==> src/rtl/reloc_pkg.sv <==
// Shared types for the switch-point relocation controller.
package reloc_pkg;
    typedef enum logic [2:0] {
        ST_RUN  = 3'd0,
        ST_PEND = 3'd1,
        ST_SAVE = 3'd2,
        ST_HALT = 3'd3,
        ST_RSTR = 3'd4
    } rl_state_t;
endpackage

==> src/rtl/reloc_sp_table.sv <==
// Switch-point word-count lookup.
// Decodes a packed parameter of per-ID counts and returns the count for one ID.
// Assumes: entry g occupies bits [g*CNT_W +: CNT_W] of SP_WORDS.
module reloc_sp_table #(
    parameter int unsigned ID_W  = 3,
    parameter int unsigned CNT_W = 4,
    parameter logic [(CNT_W << ID_W)-1:0] SP_WORDS = 32'h4502F130
) (
    input  logic [ID_W-1:0]  id,
    output logic [CNT_W-1:0] cnt
);
    localparam int unsigned NUM_SP = 1 << ID_W;

    logic [CNT_W-1:0] entry [NUM_SP];

    // Split the packed table into one entry per switch-point.
    for (genvar g = 0; g < NUM_SP; g++) begin : g_ent
        assign entry[g] = SP_WORDS[g*CNT_W +: CNT_W];
    end

    assign cnt = entry[id];
endmodule

==> src/rtl/reloc_save_port.sv <==
// Save stream engine.
// Sends a header (ID, count), then the counted task state words, on a valid/ready stream.
// Pulses done one cycle after the last word. Assumes the task holds st_word stable while frozen.
module reloc_save_port #(
    parameter int unsigned ID_W        = 3,
    parameter int unsigned CNT_W       = 4,
    parameter int unsigned DATA_W      = 32,
    parameter int unsigned HDR_CNT_LSB = 8
) (
    input  logic              clk,
    input  logic              rst_n,
    input  logic              start,
    input  logic              active,
    input  logic [ID_W-1:0]   id_in,
    input  logic [CNT_W-1:0]  cnt_in,
    input  logic              sv_ready,
    input  logic [DATA_W-1:0] st_word,
    output logic              sv_valid,
    output logic [DATA_W-1:0] sv_data,
    output logic [CNT_W-1:0]  st_idx,
    output logic              last_xfer,
    output logic              sv_done
);
    logic [ID_W-1:0]   id_q;
    logic [CNT_W-1:0]  cnt_q;
    logic [CNT_W-1:0]  pos_q;
    logic [DATA_W-1:0] hdr_word;
    logic              xfer;

    assign xfer      = active && sv_ready;
    assign sv_valid  = active;
    assign last_xfer = xfer && (pos_q == cnt_q);
    assign st_idx    = (pos_q == '0) ? '0 : pos_q - 1'b1;
    assign sv_data   = (pos_q == '0) ? hdr_word : st_word;

    // Build the header word from the latched ID and count.
    always_comb begin
        hdr_word = '0;
        hdr_word[ID_W-1:0] = id_q;
        hdr_word[HDR_CNT_LSB +: CNT_W] = cnt_q;
    end

    // Latch the switch-point on start and step through the words on each handshake.
    always_ff @(posedge clk) begin
        if (!rst_n) begin
            id_q  <= '0;
            cnt_q <= '0;
            pos_q <= '0;
        end else if (start) begin
            id_q  <= id_in;
            cnt_q <= cnt_in;
            pos_q <= '0;
        end else if (xfer) begin
            pos_q <= pos_q + 1'b1;
        end
    end

    // One-cycle completion pulse after the last word.
    always_ff @(posedge clk) begin
        if (!rst_n) sv_done <= 1'b0;
        else        sv_done <= last_xfer;
    end
endmodule

==> src/rtl/reloc_load_port.sv <==
// Restore word loader.
// After an accepted header, forwards the counted restore words to the task state, one per handshake.
// Assumes the loaded count is non-zero whenever active is high.
module reloc_load_port #(
    parameter int unsigned CNT_W  = 4,
    parameter int unsigned DATA_W = 32
) (
    input  logic              clk,
    input  logic              rst_n,
    input  logic              start,
    input  logic              active,
    input  logic [CNT_W-1:0]  cnt_in,
    input  logic              rs_valid,
    input  logic [DATA_W-1:0] rs_data,
    output logic              ld_we,
    output logic [CNT_W-1:0]  ld_idx,
    output logic [DATA_W-1:0] ld_data,
    output logic              last_xfer
);
    logic [CNT_W-1:0] cnt_q;
    logic [CNT_W-1:0] pos_q;

    assign ld_we     = active && rs_valid;
    assign ld_idx    = pos_q;
    assign ld_data   = rs_data;
    assign last_xfer = ld_we && (pos_q == cnt_q - 1'b1);

    // Capture the expected count at the header and advance on each written word.
    always_ff @(posedge clk) begin
        if (!rst_n) begin
            cnt_q <= '0;
            pos_q <= '0;
        end else if (start) begin
            cnt_q <= cnt_in;
            pos_q <= '0;
        end else if (ld_we) begin
            pos_q <= pos_q + 1'b1;
        end
    end
endmodule

==> src/rtl/swpt_reloc_ctrl.sv <==
// Switch-point task relocation controller (top).
// Sequences run, pending, save, parked and restore phases around a hardware task.
// Assumes: sp_hit is a one-cycle pulse; the task advances only while task_run is high;
// on rsm_go the task continues from switch-point rsm_id using the words it was loaded with.
module swpt_reloc_ctrl #(
    parameter int unsigned ID_W        = 3,
    parameter int unsigned CNT_W       = 4,
    parameter int unsigned DATA_W      = 32,
    parameter int unsigned HDR_CNT_LSB = 8,
    parameter logic [(CNT_W << ID_W)-1:0] SP_WORDS = 32'h4502F130
) (
    input  logic              clk,
    input  logic              rst_n,
    input  logic              reloc_req,
    input  logic              go_cmd,
    output logic              task_run,
    input  logic              sp_hit,
    input  logic [ID_W-1:0]   sp_id,
    output logic [CNT_W-1:0]  st_idx,
    input  logic [DATA_W-1:0] st_word,
    output logic              rsm_go,
    output logic [ID_W-1:0]   rsm_id,
    output logic              sv_valid,
    input  logic              sv_ready,
    output logic [DATA_W-1:0] sv_data,
    output logic              sv_done,
    input  logic              rs_valid,
    output logic              rs_ready,
    input  logic [DATA_W-1:0] rs_data,
    output logic              ld_we,
    output logic [CNT_W-1:0]  ld_idx,
    output logic [DATA_W-1:0] ld_data,
    output logic              rs_err
);
    import reloc_pkg::*;

    rl_state_t        state_q, state_d;
    logic [CNT_W-1:0] sv_tbl_cnt, rs_tbl_cnt;
    logic [ID_W-1:0]  rs_hdr_id;
    logic [CNT_W-1:0] rs_hdr_cnt;
    logic             save_start, sv_last, ld_last;
    logic             hdr_xfer, hdr_ok, hdr_zero;

    assign rs_hdr_id  = rs_data[ID_W-1:0];
    assign rs_hdr_cnt = rs_data[HDR_CNT_LSB +: CNT_W];

    assign task_run   = (state_q == ST_RUN) || (state_q == ST_PEND);
    assign save_start = (state_q == ST_PEND) && sp_hit;
    assign rs_ready   = ((state_q == ST_HALT) && !go_cmd) || (state_q == ST_RSTR);
    assign hdr_xfer   = (state_q == ST_HALT) && !go_cmd && rs_valid;
    assign hdr_ok     = hdr_xfer && (rs_hdr_cnt == rs_tbl_cnt);
    assign hdr_zero   = hdr_ok && (rs_hdr_cnt == '0);

    reloc_sp_table #(.ID_W(ID_W), .CNT_W(CNT_W), .SP_WORDS(SP_WORDS)) i_tbl_sv (
        .id  (sp_id),
        .cnt (sv_tbl_cnt)
    );

    reloc_sp_table #(.ID_W(ID_W), .CNT_W(CNT_W), .SP_WORDS(SP_WORDS)) i_tbl_rs (
        .id  (rs_hdr_id),
        .cnt (rs_tbl_cnt)
    );

    reloc_save_port #(
        .ID_W(ID_W), .CNT_W(CNT_W), .DATA_W(DATA_W), .HDR_CNT_LSB(HDR_CNT_LSB)
    ) i_save (
        .clk       (clk),
        .rst_n     (rst_n),
        .start     (save_start),
        .active    (state_q == ST_SAVE),
        .id_in     (sp_id),
        .cnt_in    (sv_tbl_cnt),
        .sv_ready  (sv_ready),
        .st_word   (st_word),
        .sv_valid  (sv_valid),
        .sv_data   (sv_data),
        .st_idx    (st_idx),
        .last_xfer (sv_last),
        .sv_done   (sv_done)
    );

    reloc_load_port #(.CNT_W(CNT_W), .DATA_W(DATA_W)) i_load (
        .clk       (clk),
        .rst_n     (rst_n),
        .start     (hdr_ok),
        .active    (state_q == ST_RSTR),
        .cnt_in    (rs_hdr_cnt),
        .rs_valid  (rs_valid),
        .rs_data   (rs_data),
        .ld_we     (ld_we),
        .ld_idx    (ld_idx),
        .ld_data   (ld_data),
        .last_xfer (ld_last)
    );

    // Next-state selection for the relocation sequence.
    always_comb begin
        state_d = state_q;
        unique case (state_q)
            ST_RUN:  if (reloc_req) state_d = ST_PEND;
            ST_PEND: if (sp_hit)    state_d = ST_SAVE;
            ST_SAVE: if (sv_last)   state_d = ST_HALT;
            ST_HALT: begin
                if (go_cmd)        state_d = ST_RUN;
                else if (hdr_zero) state_d = ST_RUN;
                else if (hdr_ok)   state_d = ST_RSTR;
            end
            ST_RSTR: if (ld_last)   state_d = ST_RUN;
            default: state_d = ST_HALT;
        endcase
    end

    // State register; reset parks the task.
    always_ff @(posedge clk) begin
        if (!rst_n) state_q <= ST_HALT;
        else        state_q <= state_d;
    end

    // Resume pulse and resume target, taken from an accepted restore header.
    always_ff @(posedge clk) begin
        if (!rst_n) begin
            rsm_go <= 1'b0;
            rsm_id <= '0;
        end else begin
            rsm_go <= hdr_zero || ld_last;
            if (hdr_ok) rsm_id <= rs_hdr_id;
        end
    end

    // Restore error flag: set on a count mismatch, cleared by a good header or a start.
    always_ff @(posedge clk) begin
        if (!rst_n)                             rs_err <= 1'b0;
        else if ((state_q == ST_HALT) && go_cmd) rs_err <= 1'b0;
        else if (hdr_xfer)                      rs_err <= !hdr_ok;
    end
endmodule

==> config.mk <==
export PLATFORM = sky130hd
export DESIGN_NAME = swpt_reloc_ctrl
export DESIGN_NICKNAME = d
export VERILOG_FILES = /design/src/rtl/reloc_pkg.sv /design/src/rtl/reloc_sp_table.sv /design/src/rtl/reloc_save_port.sv /design/src/rtl/reloc_load_port.sv /design/src/rtl/swpt_reloc_ctrl.sv
export SDC_FILE = /design/constraint.sdc
export NUM_CORES = 1
export LEC_CHECK = 0
export BUFFER_PORTS_ARGS = -buffer_cell sky130_fd_sc_hd__buf_2
export CORE_MARGIN = 2
export CORE_UTILIZATION = 38
export CTS_BUF_LIST = sky130_fd_sc_hd__clkbuf_2 sky130_fd_sc_hd__clkbuf_4 sky130_fd_sc_hd__clkbuf_8
export CTS_CLUSTER_DIAMETER = 100
export DETAILED_ROUTE_END_ITERATION = 12
export PLACE_DENSITY = 0.77
export SLEW_MARGIN = 15
export SYNTH_ARGS = -nofsm -noshare
export SYNTH_HDL_FRONTEND = slang
export SYNTH_HIERARCHICAL = 1
export SYNTH_SLANG_ARGS = --single-unit
==> constraint.sdc <==
create_clock -name clk -period 2.16 [get_ports clk]
set_clock_uncertainty 0.2 [all_clocks]
set_input_delay 0.432 -clock clk [delete_from_list [all_inputs] [get_ports clk]]
set_output_delay 0.432 -clock clk [all_outputs]
set_load 0.01 [all_outputs]
==> flow_metrics.tcl, run 1 <==
set metrics [dict create \
    max-vdd-ir-drop_mv 0.329 \
    clk_latency_ns 0.28 \
    core_area_um2 5200 \
    finalPower_mw 1.99 \
    grt_usage 0.170 \
    pin_count 156 \
    nets 421 \
    clock_sinks 28 \
    async_reset_ff_frac 0 \
    syn_inst 247 \
    synth_ff_type "dfxtp_1" \
    cts_made_buffers 3 \
    drv_slew 0 \
    num_vias 1945 \
    leakagePower_nw 1.43 \
    drt_first_pass_iters 4 \
    ys_ff_latch 28 \
    drv_cap 0 \
    antenna_found_initial 0 \
    cp.arrival_ns 1.71 \
    endpoint_kind "output port" \
    post_synth.cell_area_avg_um2 8.45 \
    cts_tree "yes" \
    design.die.area_um2 6100 \
    dpl_cell_area_um2 2530 \
    worst_pin_slew_ns 0.406 \
    hold_violations 0 \
    hp-start "sv_ready" \
    clk_pin_slew_ns 0.09 \
    maxSlewHeadroom 0.729 \
    startpoint "i_save/pos_q[0]$_SDFFE_PP0P_" \
    setup_viol 33 \
    grt_max_degree 28 \
    fin_hold_ws_ns 0.226 \
    totalNegativeSetupSlack_ns -2.58 \
    port_buffers 105 \
    grt_pass1_wl_mm 8.37 \
    htreeDepth 1 \
    fp-row-count 26 \
    drc 0 \
    worstReg2RegStart "i_load/cnt_q[1]$_SDFFE_PN0P_" \
    drive_above_1_share 0.491 \
    wl_mm 5.27 \
    synth_area_um2 2090 \
    final_util 0.565 \
    hold_class "in -> reg" \
    yosysWarnings 6 \
    die_height_um 78.1 \
    ctsHoldBuffers 0 \
    dp_cells 395 \
    root_buffer "clkbuf_8" \
    period_minus_slack_ns 2.34 \
    outcome "finished, violations left" \
    ys_seq_area_frac 0.268 \
    setup_ws_ns -0.180 \
    rsz0062_at_grt "yes" \
    wl_per_cell_um 12.9 \
    ys_types 44 \
    grt_overflow_total 0 \
    max_freq_mhz 427 \
    worst-path-max-fanout 5 \
    grt_pass1_vias 1843 \
    viasPerCell 4.74 \
    pre_cts_ws_ns 0.0403 \
    die_width_um 78.1 \
    finalInstanceArea_um2 2940 \
    final-instance-count-excl-fill 410 \
    antenna_cells 0 \
    place.gp.congestion 0.770 \
    cp.required_ns 1.53 \
    areaGrowthSynthToFinish_pct 40.8 \
    drt_iter0_drc 60 \
    detail-route-antenna-nets 0 \
    synth_edf_count 0 \
    synth_fp_nets 326 \
    fill_cells 452 \
    path_class "reg -> out" \
    startpoint_type "flop" \
    violations "setup timing" \
    hpwl_mm 4.00 \
    powerDensity_nw_per_um2 676 \
    post-route-period-util 1.08 \
    clk_path_buf_depth 2 \
    initial_core_util 0.401 \
]
[cell families (layout without fill, tap and decap cells)]
logic type / count (synthesis) / after routing / synth area share
multiplexers: 21 / 21 / 0.105
XOR/XNOR: 18 / 18 / 0.0791
buffers and inverters: 50 / 143 / 0.156
adder cells (fa/ha/maj): 5 / 5 / 0.0300
AND/OR/NAND/NOR: 103 / 103 / 0.297
flip-flops: 28 / 28 / 0.268
AO/OA/AOI/OAI: 22 / 22 / 0.0653
[what timing repair did]
item / CTS / global route
pin swaps: 1 / 2
gates cloned: 2 / 0
endpoints found under the setup margin: 34 / 38
gates resized for setup: 35 / 28
setup buffers: 6 / 5
[cells in the final DEF (no fill, tap or decap), types with 3 or more instances in the layout]
master,count
inv_1,7
nor3_1,3
o21ai_0,6
mux2_4,7
xnor2_1,12
buf_6,21
mux2i_1,14
buf_2,89
buf_4,17
dfxtp_2,4
nor2b_1,29
or3_1,3
nand2_1,11
xor2_1,5
ha_1,4
a21oi_1,4
nand2b_1,7
clkbuf_8,3
nand3_1,8
nor2b_4,8
nor2_1,19
dfxtp_1,24
[critical path, stage by stage (launching register included)]
cell	delay, ns
dfxtp_2	0.33
inv_2	0.07
ha_4	0.13
nor3b_4	0.27
buf_6	0.18
mux2_4	0.31
buf_6	0.13
[layer usage]
layer	track usage	vias up	wire length, um
met5	0	-	0
met4	0.0544	0	83
met3	0.0391	12	426
met2	0.340	94	2840
met1	0.170	864	1920
li1	-	975	-
[cells in the mapped netlist, types with 2 or more instances]
cell	instances	share of area
o22ai_1	2	0.0060
nor3_1	3	0.0072
a31oi_1	2	0.0060
inv_1	9	0.016
ha_1	5	0.030
or3_1	3	0.0090
nor3b_1	2	0.0072
buf_4	33	0.12
o21ai_0	6	0.014
nand3_1	8	0.019
nand2b_1	7	0.021
xnor2_1	12	0.050
dfxtp_1	28	0.27
mux2i_1	14	0.067
clkbuf_1	2	0.0036
mux2_2	5	0.027
xor2_1	5	0.021
a21oi_1	4	0.0096
nand2_1	11	0.020
nor2b_1	37	0.11
o21ai_1	2	0.0048
mux2_1	2	0.011
nor2_1	20	0.036
buf_2	5	0.012
[report_power, final]
part | total (mW) | internal (mW) | leakage [nW] | switching [mW]
Sequential | 0.583 | 0.553 | 0.229 | 0.0298
Clock | 0.289 | 0.126 | 0.0216 | 0.163
Combinational | 1.12 | 0.612 | 1.17 | 0.504
[sequential cells by signal (all words and copies together) (netlist names)]
register        count
i_save/sv_done      1
i_load/cnt_q        4
i_save/cnt_q        4
rsm_go              1
i_load/ld_idx       4
rsm_id              3
i_save/id_q         3
rs_err              1
i_save/pos_q        4
state_q             3
[final timing paths]
path,end,slack (ns),depth (start not counted)
hold / removal,i_save/pos_q[1]$_SDFFE_PP0P_,0.23,3
hold reg to reg,rsm_id[2]$_SDFFE_PN0P_,0.27,2
setup / recovery,sv_data[2],-0.18,6
setup reg to reg,state_q[2]$_SDFFE_PN0P_,0.20,7
[layout make-up]
cell class	count	area [um2]	area share
multi-input combinational	169	1320	0.449
tap	70	87.6	0.0298
inverter	9	33.8	0.0115
clock buffer	3	41.3	0.0140
timing repair buffer	131	892	0.303
sequential	28	566	0.192
Power figures use the tool's default switching activity.
==> inputs of run 2 (changes only) <==
Settings changed: REMOVE_ABC_BUFFERS set to 1.
==> flow_metrics.tcl, run 2 (synthesis results as in run 1) <==
set metrics [dict create \
    antenna_cells 0 \
    finalPower_mw 1.94 \
    fill_cells 494 \
    nets 420 \
    path_class "reg -> out" \
    outcome "finished, violations left" \
    hpwl_mm 4.26 \
    setup_ws_ns -0.143 \
    antenna_found_initial 0 \
    worst_pin_slew_ns 0.427 \
    post-route-period-util 1.07 \
    detail-route-antenna-nets 0 \
    wl_mm 5.84 \
    totalNegativeSetupSlack_ns -2.50 \
    crit_path_top_delay_cell "dfxtp_2" \
    grt_pass1_wl_mm 8.73 \
    wl_met1_mm 2.45 \
    clk_latency_ns 0.27 \
    reg2reg_slack_ns 0.19 \
    final_cell_mix "98 x buf_2, 35 x nor2b_1, 24 x dfxtp_1" \
    multiInputGateArea_um2 1260 \
    cts_tree "yes" \
    drt_iter0_drc 36 \
    setup_viol 33 \
    htreeDepth 1 \
    worstReg2RegStart "i_load/cnt_q[1]$_SDFFE_PN0P_" \
    max_freq_mhz 434 \
    drc 0 \
    die_height_um 78.1 \
    cp.arrival_ns 1.67 \
    cp.depth 6 \
    drv_cap 0 \
    drt_first_pass_iters 4 \
    place.gp.congestion 0.723 \
    viasPerCell 4.75 \
    powerDensity_nw_per_um2 681 \
    path_delay_family "buffers and inverters" \
    max-vdd-ir-drop_mv 0.362 \
    design.die.area_um2 6100 \
    cp.required_ns 1.53 \
    maxSlewHeadroom 0.715 \
    grt_overflow_total 0 \
    violations "setup timing" \
    clk_path_buf_depth 2 \
    drive_above_1_share 0.476 \
    port_buffers 105 \
    rsz0062_at_grt "yes" \
    fp-row-count 26 \
    worst-path-max-fanout 7 \
    max_stage_delay_ns 0.34 \
    num_vias 1949 \
    core_area_um2 5200 \
    r2r_end "state_q[2]$_SDFFE_PN0P_" \
    critPathBufInv 3 \
    areaGrowthSynthToFinish_pct 36.3 \
    highest_layer "met3" \
    endpoint_kind "output port" \
    wl_per_cell_um 14.2 \
    grt_max_degree 28 \
    path_cells "inv_2, ha_4, nor3b_4, buf_12, mux2_4, buf_6" \
    drv_slew 0 \
    hold_violations 0 \
    met2_length_mm 2.80 \
    clk_pin_slew_ns 0.10 \
    startpoint "i_save/pos_q[1]$_SDFFE_PP0P_" \
    clock_sinks 28 \
    finalInstanceArea_um2 2850 \
    mostFrequentLayoutCell "buf_2" \
    leakagePower_nw 1.38 \
    final-instance-count-excl-fill 410 \
    startpoint_type "flop" \
    met3_length_um 583 \
    initial_core_util 0.401 \
    dp_cells 394 \
    cts_made_buffers 3 \
    root_buffer "clkbuf_8" \
    pin_count 156 \
    endpoint "sv_data[2]" \
    grt_usage 0.177 \
    seqCellArea_um2 566 \
    rr_worst_depth 7 \
    hold_class "in -> reg" \
    grt_pass1_vias 1851 \
    dpl_cell_area_um2 2530 \
    period_minus_slack_ns 2.30 \
    die_width_um 78.1 \
]
run 2: cell count changes in the layout (fill, tap and decap cells not counted), moves of 2 or more:
cell / before / now
buf_6: 21 / 10
nor2b_1: 29 / 35
buf_2: 89 / 98
nor2b_2: 0 / 2
nor2b_4: 8 / 0
run 2: power breakdown:
part | leakage [nW] | switching [mW] | internal (mW)
Combinational | 1.13 | 0.466 | 0.559
Sequential | 0.228 | 0.0340 | 0.554
Clock | 0.0288 | 0.162 | 0.163
Total | 1.38 | 0.662 | 1.28
run 2: repair_timing:
item	CTS	global route
hold buffers	0	0
hold endpoints to repair	0	0
endpoints found under the setup margin	16	38
buffers inserted	6	4
cloned	2	1
gates resized for setup	24	11
pin swaps	1	2
run 2: worst register-to-register path: stages (launching register included):
cell	delay (ns)
dfxtp_1	0.39
inv_1	0.06
ha_1	0.18
xnor2_1	0.18
o2111ai_1	0.12
a2111oi_1	0.35
and3b_1	0.23
a31o_1	0.17
run 2: area by class of cell:
cell class	instances	share of cell area
Inverter	9	0.0119
Timing Repair Buffer	130	0.296
Multi-Input combinational cell	169	0.443
Tap cell	70	0.0308
Sequential cell	28	0.199
Clock buffer	4	0.0193
run 2: through the flow:
stage	hold slack [ns]	setup WS [ns]	util
floorplan	0.277	-0.348	-
global placement	0.243	0.0611	0.487
detailed placement	0.246	0.00235	0.487
CTS	0.227	-0.132	0.534
global route	0.253	-0.204	0.547
finish	0.234	-0.143	0.547
run 2: per-layer routing:
metal | track usage | vias to the layer above
li1 | - | 974
met1 | 0.213 | 877
met2 | 0.299 | 98
met3 | 0.0782 | 0
met4 | 0.0140 | 0
met5 | 0.0364 | -
run 2: worst min-delay path by stage:
stage | end | from | cells past startpoint
global placement | rsm_id[1]$_SDFFE_PN0P_ | rsm_id[1]$_SDFFE_PN0P_ | 2
floorplan | i_save/id_q[0]$_SDFFE_PN0P_ | i_save/id_q[0]$_SDFFE_PN0P_ | 2
global route | rsm_id[2]$_SDFFE_PN0P_ | rs_data[2] | 3
finish | rsm_id[2]$_SDFFE_PN0P_ | rs_data[2] | 3
detailed placement | rsm_id[2]$_SDFFE_PN0P_ | rsm_id[2]$_SDFFE_PN0P_ | 2
CTS | rsm_id[1]$_SDFFE_PN0P_ | rs_data[1] | 3
==> inputs of run 3 (changes only) <==
Settings changed: CORE_UTILIZATION 38 to 45, PLACE_DENSITY 0.77 to 0.86.
Clock period 2.16 ns to 2.7 ns, I/O delays scaled along.
==> flow_metrics.tcl, run 3 (synthesis results as in run 1) <==
set metrics [dict create \
    setup_viol 0 \
    cp.arrival_ns 1.84 \
    setup_ws_ns 0.122 \
    drv_cap 0 \
    antenna_found_initial 0 \
    drt_first_pass_iters 4 \
    core_area_um2 4410 \
    drv_slew 0 \
    wl_mm 5.33 \
    hp-start "rsm_id[1]$_SDFFE_PN0P_" \
    critPathBufInv 3 \
    clk_pin_slew_ns 0.10 \
    grt_usage 0.191 \
    path_class "reg -> out" \
    cp.required_ns 1.96 \
    drive_above_1_share 0.409 \
    rr_worst_depth 7 \
    clk_path_buf_depth 2 \
    leakagePower_nw 1.24 \
    pre_cts_ws_ns 0.205 \
    design.die.area_um2 5200 \
    clock_sinks 28 \
    dp_cells 365 \
    worst-path-max-fanout 6 \
    nets 400 \
    cts_made_buffers 3 \
    areaGrowthSynthToFinish_pct 21.1 \
    startpoint_type "flop" \
    drt_iter0_drc 54 \
    fp-row-count 24 \
    cts_tree "yes" \
    htreeDepth 1 \
    initial_core_util 0.473 \
    max_stage_delay_ns 0.37 \
    endpoint_kind "output port" \
    viasPerCell 5.03 \
    cp.depth 6 \
    wl_per_cell_um 14.3 \
    clk_latency_ns 0.27 \
    startpoint "i_save/pos_q[0]$_SDFFE_PP0P_" \
    powerDensity_nw_per_um2 565 \
    hpwl_mm 4.20 \
    path_cells "inv_2, ha_1, nor3b_4, buf_4, mux2_2, buf_2" \
    num_vias 1871 \
    grt_pass1_wl_mm 7.90 \
    path_delay_family "buffers and inverters" \
    rsz0062_at_grt "no" \
    grt_pass1_vias 1660 \
    hold_class "reg -> reg" \
    holdPathEnd "rsm_id[1]$_SDFFE_PN0P_" \
    seqCellArea_um2 563 \
    die_height_um 72.1 \
    totalNegativeSetupSlack_ns 0 \
    pin_count 156 \
    crit_path_top_delay_cell "dfxtp_2" \
    fill_cells 388 \
    port_buffers 105 \
    place.gp.congestion 0.822 \
    max-vdd-ir-drop_mv 0.314 \
    post-route-period-util 0.955 \
    hold_violations 0 \
    worstReg2RegStart "i_load/cnt_q[0]$_SDFFE_PN0P_" \
    fin_hold_ws_ns 0.264 \
    hold_path_depth 2 \
    reg2reg_slack_ns 0.66 \
    outcome "finished clean" \
    mostFrequentLayoutCell "buf_2" \
    final_cell_mix "105 x buf_2, 37 x nor2b_1, 26 x dfxtp_1" \
    drc 0 \
    grt_overflow_total 0 \
    multiInputGateArea_um2 1200 \
    die_width_um 72.1 \
    detail-route-antenna-nets 0 \
    max_freq_mhz 388 \
    antenna_cells 0 \
    maxSlewHeadroom 0.649 \
    grt_max_degree 31 \
    worst_pin_slew_ns 0.525 \
    root_buffer "clkbuf_8" \
    r2r_end "state_q[2]$_SDFFE_PN0P_" \
    period_minus_slack_ns 2.58 \
    final-instance-count-excl-fill 372 \
]
-- run 3: cell types whose count changed in the layout (fill, tap and decap cells not counted), sizes merged --
cell and change:
buf -20, bufinv +1, clkbuf -1
-- run 3: report_power, final --
part,leakage (nW),total (mW),internal [mW],switching [mW]
Clock,0.0357,0.330,0.198,0.132
Sequential,0.228,0.485,0.442,0.0421
Combinational,0.972,0.614,0.307,0.307
-- run 3: cell type report --
class / count / share of cell area
Clock buffer: 3 / 0.0163
Clock inverter: 1 / 0.0119
Inverter: 9 / 0.0134
Multi-Input combinational cell: 169 / 0.476
Sequential cell: 28 / 0.223
Tap cell: 52 / 0.0257
Timing Repair Buffer: 110 / 0.235
-- run 3: metrics by stage --
step            util  instance area, um2  total power [mW]
4_1_cts        0.565                2490              1.41
5_1_grt        0.573                2530              1.52
6_report       0.573                2530              1.43
3_5_place_dp   0.547                2410              1.07
3_3_place_gp   0.547                2410              1.06
2_1_floorplan      -                1800             0.839
-- run 3: what timing repair did --
| action | 4_1_cts | 5_1_grt |
|---|---|---|
| hold buffers | 0 | 0 |
| gates cloned | 0 | 1 |
| resized for setup | 0 | 3 |
| setup endpoints to repair | 5 | 7 |
| setup buffers | 1 | 1 |
-- run 3: metal layers --
layer	wire (um)	track usage	vias to the layer above
li1	-	-	925
met1	2100	0.226	832
met2	2500	0.320	112
met3	701	0.103	2
met4	22	0.0126	0
met5	0	0.0101	-
-- run 3: worst max-delay path by stage --
| stage | slack (ns) | to |
|---|---|---|
| 3_3_place_gp | 0.28 | i_load/ld_idx[2]$_SDFFE_PP0P_ |
| 5_1_grt | 0.02 | sv_data[9] |
| 6_report | 0.12 | sv_data[9] |
| 2_1_floorplan | 0.08 | sv_data[0] |
| 4_1_cts | 0.02 | sv_data[0] |
| 3_5_place_dp | 0.20 | i_load/ld_idx[2]$_SDFFE_PP0P_ |
-- run 3: worst min-delay path: cells and delay by family, from the launching register on --
family / cells / cell delay [ns]
multiplexers: 1 / 0.05
AND/OR/NAND/NOR: 1 / 0.05
flip-flops: 1 / 0.32
